`config.mk`:
```
export PLATFORM = sky130hd
export DESIGN_NAME = ireg_bridge
export DESIGN_NICKNAME = d
export VERILOG_FILES = /design/src/rtl/ireg_pkg.sv /design/src/rtl/ireg_decode.sv /design/src/rtl/ireg_store.sv /design/src/rtl/ireg_seq.sv /design/src/rtl/ireg_bridge.sv
export SDC_FILE = /design/constraint.sdc
export NUM_CORES = 2
export LEC_CHECK = 0
export CAP_MARGIN = 20
export CORE_MARGIN = 8
export CORE_UTILIZATION = 35
export DETAILED_ROUTE_END_ITERATION = 12
export PLACE_DENSITY = 0.56
export SLEW_MARGIN = 20
export SYNTH_ARGS = -nofsm -noshare
export SYNTH_HDL_FRONTEND = slang
export SYNTH_SLANG_ARGS = --single-unit
```
`constraint.sdc`:
```
create_clock -name clk -period 5 [get_ports clk]
set_input_delay 0.75 -clock clk [delete_from_list [all_inputs] [get_ports clk]]
set_output_delay 0.75 -clock clk [all_outputs]
set_load 0.01 [all_outputs]
```
`src/rtl/ireg_pkg.sv`:
```
package ireg_pkg;
  localparam int WORD_W = 16;
  localparam int NBLK   = 4;

  typedef logic [WORD_W-1:0] word_t;

  typedef enum logic [2:0] {
    WIN_ADDR = 3'd0,
    WIN_D0   = 3'd1,
    WIN_D1   = 3'd2,
    WIN_D2   = 3'd3,
    WIN_D3   = 3'd4,
    WIN_REV  = 3'd5,
    WIN_STAT = 3'd6
  } win_sel_e;

  typedef struct packed {
    logic       hit;
    logic       rd;
    logic       wide;
    logic       word;
    logic [1:0] blk;
    logic [3:0] unit;
  } ireq_t;

  // maps a block-type code to its storage bank; bit 2 flags a known type
  function automatic logic [2:0] blk_lookup(input logic [3:0] code);
    case (code)
      4'h1:    return 3'b100;
      4'h2:    return 3'b101;
      4'h3:    return 3'b110;
      4'h9:    return 3'b111;
      default: return 3'b000;
    endcase
  endfunction
endpackage

```
`src/rtl/ireg_decode.sv`:
```
module ireg_decode
  import ireg_pkg::*;
#(
  parameter int NUNIT = 4,
  parameter int EW    = 4
) (
  input  word_t          addr,
  output ireq_t          req,
  output logic [EW-1:0]  ent
);
  logic [2:0] bl;
  logic       unit_ok;
  logic       rsv_ok;
  logic       slot_ok;
  logic       idx_ok;
  logic [1:0] slot;
  int         ent_i;

  always_comb begin
    bl      = blk_lookup(addr[15:12]);
    slot    = addr[3:2];
    unit_ok = (addr[11:8] != 4'd0) && (int'(addr[11:8]) <= NUNIT);
    rsv_ok  = (addr[6:4] == 3'd0) && !addr[1];
    slot_ok = (slot == 2'd1) || (slot == 2'd2);
    // word index only meaningful on reads of the wide slot
    idx_ok  = !addr[0] || (addr[7] && slot == 2'd2);

    req.hit  = bl[2] && unit_ok && rsv_ok && slot_ok && idx_ok;
    req.rd   = addr[7];
    req.wide = (slot == 2'd2);
    req.word = addr[0];
    req.blk  = bl[1:0];
    req.unit = addr[11:8];

    ent_i = int'(bl[1:0]) * NUNIT + int'(addr[11:8]) - 1;
    if (!req.hit) ent_i = 0;
    ent = EW'(ent_i);
  end
endmodule

```
`src/rtl/ireg_store.sv`:
```
module ireg_store
  import ireg_pkg::*;
#(
  parameter int NENT = 16,
  parameter int EW   = 4
) (
  input  logic          clk,
  input  logic          rst_n,
  input  logic          we,
  input  logic          we_wide,
  input  logic [EW-1:0] wr_ent,
  input  word_t         wd0,
  input  word_t         wd1,
  input  logic [EW-1:0] rd_ent,
  input  logic          rd_wide,
  input  logic          rd_word,
  output word_t         rdata
);
  logic [NENT*WORD_W-1:0]   narrow_flat;
  logic [NENT*2*WORD_W-1:0] wide_flat;

  for (genvar e = 0; e < NENT; e++) begin : g_ent
    word_t             narrow_q;
    logic [2*WORD_W-1:0] wide_q;
    logic              sel;

    assign sel = we && (wr_ent == EW'(e));

    always_ff @(posedge clk) begin
      if (!rst_n) begin
        narrow_q <= '0;
        wide_q   <= '0;
      end else if (sel) begin
        if (we_wide) wide_q   <= {wd1, wd0};
        else         narrow_q <= wd0;
      end
    end

    assign narrow_flat[e*WORD_W +: WORD_W]     = narrow_q;
    assign wide_flat[e*2*WORD_W +: 2*WORD_W]   = wide_q;
  end

  always_comb begin
    if (!rd_wide)
      rdata = narrow_flat[int'(rd_ent)*WORD_W +: WORD_W];
    else if (rd_word)
      rdata = wide_flat[int'(rd_ent)*2*WORD_W + WORD_W +: WORD_W];
    else
      rdata = wide_flat[int'(rd_ent)*2*WORD_W +: WORD_W];
  end
endmodule

```
`src/rtl/ireg_seq.sv`:
```
module ireg_seq #(
  parameter int BUSY_CYCLES = 4,
  localparam int CW = $clog2(BUSY_CYCLES + 1)
) (
  input  logic clk,
  input  logic rst_n,
  input  logic start,
  output logic busy,
  output logic done
);
  logic [CW-1:0] cnt;

  assign done = busy && (cnt == '0);

  always_ff @(posedge clk) begin
    if (!rst_n) begin
      busy <= 1'b0;
      cnt  <= '0;
    end else if (!busy && start) begin
      busy <= 1'b1;
      cnt  <= CW'(BUSY_CYCLES - 1);
    end else if (done) begin
      busy <= 1'b0;
    end else if (busy) begin
      cnt  <= cnt - 1'b1;
    end
  end
endmodule

```
`src/rtl/ireg_bridge.sv`:
```
module ireg_bridge
  import ireg_pkg::*;
#(
  parameter int         NUNIT         = 4,
  parameter int         BUSY_CYCLES   = 4,
  parameter logic [3:0] REV_BOARD     = 4'd4,
  parameter logic [3:0] REV_MAJOR     = 4'd1,
  parameter logic [3:0] REV_MINOR     = 4'd0,
  parameter logic       AUDIO_PRESENT = 1'b1
) (
  input  logic        clk,
  input  logic        rst_n,
  input  logic        host_we,
  input  logic [2:0]  host_sel,
  input  logic [15:0] host_wdata,
  output logic [15:0] host_rdata,
  output logic        busy
);
  localparam int NENT = NBLK * NUNIT;
  localparam int EW   = (NENT > 1) ? $clog2(NENT) : 1;
  localparam word_t REV_WORD = {REV_BOARD, 3'b000, AUDIO_PRESENT, REV_MAJOR, REV_MINOR};

  word_t          addr_q;
  word_t          dreg [4];
  logic           acc;
  logic           start;
  logic           done;
  ireq_t          req;
  logic [EW-1:0]  ent;
  word_t          st_rdata;

  assign acc   = host_we && !busy;
  assign start = acc && (host_sel == WIN_ADDR);

  ireg_seq #(.BUSY_CYCLES(BUSY_CYCLES)) u_seq (
    .clk  (clk),
    .rst_n(rst_n),
    .start(start),
    .busy (busy),
    .done (done)
  );

  ireg_decode #(.NUNIT(NUNIT), .EW(EW)) u_dec (
    .addr(addr_q),
    .req (req),
    .ent (ent)
  );

  ireg_store #(.NENT(NENT), .EW(EW)) u_store (
    .clk    (clk),
    .rst_n  (rst_n),
    .we     (done && req.hit && !req.rd),
    .we_wide(req.wide),
    .wr_ent (ent),
    .wd0    (dreg[0]),
    .wd1    (dreg[1]),
    .rd_ent (ent),
    .rd_wide(req.wide),
    .rd_word(req.word),
    .rdata  (st_rdata)
  );

  always_ff @(posedge clk) begin
    if (!rst_n) begin
      addr_q <= '0;
    end else if (start) begin
      addr_q <= host_wdata;
    end
  end

  for (genvar i = 0; i < 4; i++) begin : g_stage
    always_ff @(posedge clk) begin
      if (!rst_n) begin
        dreg[i] <= '0;
      end else if (acc && host_sel == 3'(i + 1)) begin
        dreg[i] <= host_wdata;
      end else if (i == 0 && done && req.rd) begin
        dreg[i] <= req.hit ? st_rdata : '0;
      end
    end
  end

  always_comb begin
    case (host_sel)
      WIN_ADDR: host_rdata = addr_q;
      WIN_D0:   host_rdata = dreg[0];
      WIN_D1:   host_rdata = dreg[1];
      WIN_D2:   host_rdata = dreg[2];
      WIN_D3:   host_rdata = dreg[3];
      WIN_REV:  host_rdata = REV_WORD;
      WIN_STAT: host_rdata = {15'd0, busy};
      default:  host_rdata = '0;
    endcase
  end
endmodule

```
==> results.sh <==
export IMPL_worst_setup_path_end_kind="register"
export IMPL_synth_common_cells="1665 x nand2_1, 844 x a21oi_1, 788 x dfxtp_1"
export IMPL_synthMostInstantiatedCell="nand2_1"
export IMPL_routed_wl_met3_um=12720
export IMPL_fp_dieH_um=343.8
export IMPL_fin_nets=4604
export IMPL_setup_viol=0
export IMPL_port_buffers=38
export IMPL_worstPathMaxFanout=17
export IMPL_holdPathStages=2
export IMPL_drc=0
export IMPL_drive_gt1_frac=0.09899
export IMPL_ir_worst_vdd_uv=265.1
export IMPL_syn_area_per_cell_um2=7.934
export IMPL_grt_first_pass_wirelength_um=205800
export IMPL_min_from="u_store.g_ent[0].wide_q[4]"
export IMPL_ys_seq_elements=852
export IMPL_hpwl_um=83510
export IMPL_status="complete, no violations"
export IMPL_drtIter0Drc=3818
export IMPL_finalCriticalPeriod_ns=4.730
export IMPL_powerDensity_mw_per_mm2=344.4
export IMPL_nFillCells=10731
export IMPL_r2r_end="dreg[0][6]"
export IMPL_pre_cts_slack_ns=0.2717
export IMPL_synth_area_leaders="dfxtp_1 42%, nand2_1 17%, a21oi_1 11%, edfxtp_1 5.1%, mux2i_1 4.6%"
export IMPL_crit_required_ns=5.49
export IMPL_start_util=0.3522
export IMPL_route_met2_wl_um=59950
export IMPL_cts_buffer_depth=3
export IMPL_slew_viol_final=0
export IMPL_syn_nets=4768
export IMPL_highest_layer="met5"
export IMPL_drt_pass1_iterations=7
export IMPL_synthesis_area_mm2=0.03760
export IMPL_timing_hold_ws_ns=0.4456
export IMPL_rows=120
export IMPL_areaGrowthSynthToFinish_pct=12.38
export IMPL_dieWidth_um=343.8
export IMPL_die_area_mm2=0.1182
export IMPL_io_pins=39
export IMPL_cts_tree="yes"
export IMPL_gp_congestion=0.9119
export IMPL_synth_async_reset_ratio=0
export IMPL_final_cells=6050
export IMPL_postCtsResizedCells=0
export IMPL_ys_seq_area_frac=0.4707
export IMPL_crit_chain="nor2b_1 -> a21oi_1 -> or2_2 -> ha_1 -> inv_1 -> fa_1 -> clkinv_1 -> o211ai_1 -> nand4_2 -> nor2_4 -> o22ai_1 -> o31a_1 -> o21ai_0"
export IMPL_cts_setup_buffers=0
export IMPL_holdPathEnd="u_store.g_ent[0].wide_q[4]"
export IMPL_synth_cells=4739
export IMPL_post_route_period_util=0.9459
export IMPL_placed_cell_area_mm2=0.03915
export IMPL_tns_ns=0
export IMPL_insertion_delay_ns=0.66
export IMPL_postCtsHoldBufs=0
export IMPL_synthFlopType="dfxtp_1"
export IMPL_yosysWarnings=0
export IMPL_cpPeakStageDelay_ns=0.78
export IMPL_overflow=0
export IMPL_synth_edf_count=64
export IMPL_clock_skew_final_ns=0.03360
export IMPL_path_delay_family="simple AND/OR/NAND/NOR gates"
export IMPL_cts_htree_levels=3
export IMPL_cts_root_buffer="clkbuf_16"
export IMPL_leakage_nw=13.13
export IMPL_hold_class="register to register"
export IMPL_setup_ws_ns=0.2705
export IMPL_wl_met1_um=60940
export IMPL_grt_pass1_vias=30949
export IMPL_core_area_mm2=0.1068
export IMPL_antenna_found_initial=3
export IMPL_dpl_cell_count=5884
export IMPL_reg2reg_depth=13
export IMPL_arrival_ns=5.22
export IMPL_grt_max_degree=227
export IMPL_tightest_slew_ns=1.244
export IMPL_slew_headroom=0.1705
export IMPL_max_freq_mhz=211.4
export IMPL_crit_buf_inv=2
export IMPL_wire_per_inst_um=23.03
export IMPL_antenna_left=0
export IMPL_path_clk_slew_ns=0.06
export IMPL_r2r_start="addr_q[12]"
export IMPL_cap_violations=0
export IMPL_synth_largest_area_cell="dfxtp_1"
export IMPL_cpMaxStageDelayCell="fa_1"
export IMPL_final_area_mm2=0.04226
export IMPL_yosysTopAreaCellShare=0.4196
export IMPL_vias_per_cell=5.569
export IMPL_post_synth_num_cell_types=75
export IMPL_cp_start_kind="register"
export IMPL_vias=33695
export IMPL_cts_sinks=852
export IMPL_path_class="register to register"
export IMPL_drt_total_wl_um=139300
export IMPL_rsz0062_at_grt="false"
export IMPL_r2r_setup_slack_ns=0.27
export IMPL_hold_viol=0
export IMPL_cts_made_buffers=92
export IMPL_antenna_cells=0
export IMPL_grt_usage=0.2260
[cells by family (layout without fill, tap and decap cells)]
group | Yosys count | count (layout) | synth area share
flip-flops | 852 | 852 | 0.4707
AO/OA/AOI/OAI | 1176 | 1176 | 0.1741
buffers and inverters | 444 | 352 | 0.04875
AND/OR/NAND/NOR | 1976 | 1976 | 0.2132
XOR/XNOR | 6 | 6 | 0.002795
multiplexers | 278 | 278 | 0.08802
adder cells (fa/ha/maj) | 7 | 7 | 0.002529
[report_power, final]
part	internal, W	total [W]	switching, W
Combinational	0.000123	0.000568	0.000445
Clock	0.00413	0.00706	0.00292
Sequential	0.00690	0.00693	0.0000326
Total	0.0111	0.0146	0.00340
[flip-flops by register name (all words and copies together) (netlist names)]
name	flops
u_seq.cnt	3
u_seq.busy	1
u_store.g_ent.narrow_q	256
u_store.g_ent.wide_q	512
dreg	64
addr_q	16
[cell usage in the layout (no fill, tap or decap), types with 13 or more instances in the layout]
cell type,instances
a211oi_1,22
a21oi_1,844
a22oi_1,46
a31oi_1,22
and2_1,62
buf_4,128
clkbuf_1,16
clkbuf_16,93
clkbuf_8,20
clkdlybuf4s50_1,38
clkinv_2,22
dfxtp_1,786
edfxtp_1,64
mux2_2,71
mux2i_1,172
mux4_2,35
nand2_1,1665
nand3_1,34
nor2_1,85
nor2_2,26
nor2b_1,24
nor3_1,17
o21ai_0,48
o221ai_1,13
o22ai_1,93
o31ai_1,15
[per-stage QoR]
stage	power (W)	utilization
2_1_floorplan	0.007373	-
3_3_place_gp	0.007631	0.3667
3_5_place_dp	0.007631	0.3667
4_1_cts	0.01463	0.3957
5_1_grt	0.01493	0.3958
6_report	0.01455	0.3958
[routing by layer]
metal,GRT usage,vias up
li1,-,15655
met1,0.3145,16256
met2,0.3400,1503
met3,0.04543,279
met4,0.09358,2
met5,0,-
[final cells by class]
type,count,area [um^2],share of cell area
Sequential cell,852,17700,0.4190
Tap cell,1403,1755,0.04154
Inverter,13,56.30,0.001332
Clock buffer,129,2663,0.06301
Clock inverter,37,429.2,0.01016
Timing Repair Buffer,173,1481,0.03506
Multi-Input combinational cell,3443,18170,0.4299
[worst register-to-register path, cell delays in order, from the launching register on]
cell,delay [ns]
dfxtp_1,0.39
nor2b_1,0.38
a21oi_1,0.11
or2_2,0.30
ha_1,0.28
inv_1,0.04
fa_1,0.78
clkinv_1,0.47
o211ai_1,0.23
nand4_2,0.55
nor2_4,0.47
o22ai_1,0.11
o31a_1,0.34
o21ai_0,0.09
[worst max-delay path by stage]
stage	from	depth (start not counted)	slack [ns]	endpoint
final	addr_q[12]	13	0.27	dreg[0][6]
after global routing	addr_q[12]	12	0.03	u_store.g_ent[2].narrow_q[13]
after CTS	addr_q[12]	11	0.25	u_store.g_ent[7].narrow_q[9]
after detailed placement	addr_q[12]	11	0.27	u_store.g_ent[7].narrow_q[9]
after global placement	addr_q[12]	11	0.42	u_store.g_ent[7].narrow_q[15]
after floorplan	addr_q[12]	13	1.09	dreg[0][0]
(Power assumes the default switching activity.)
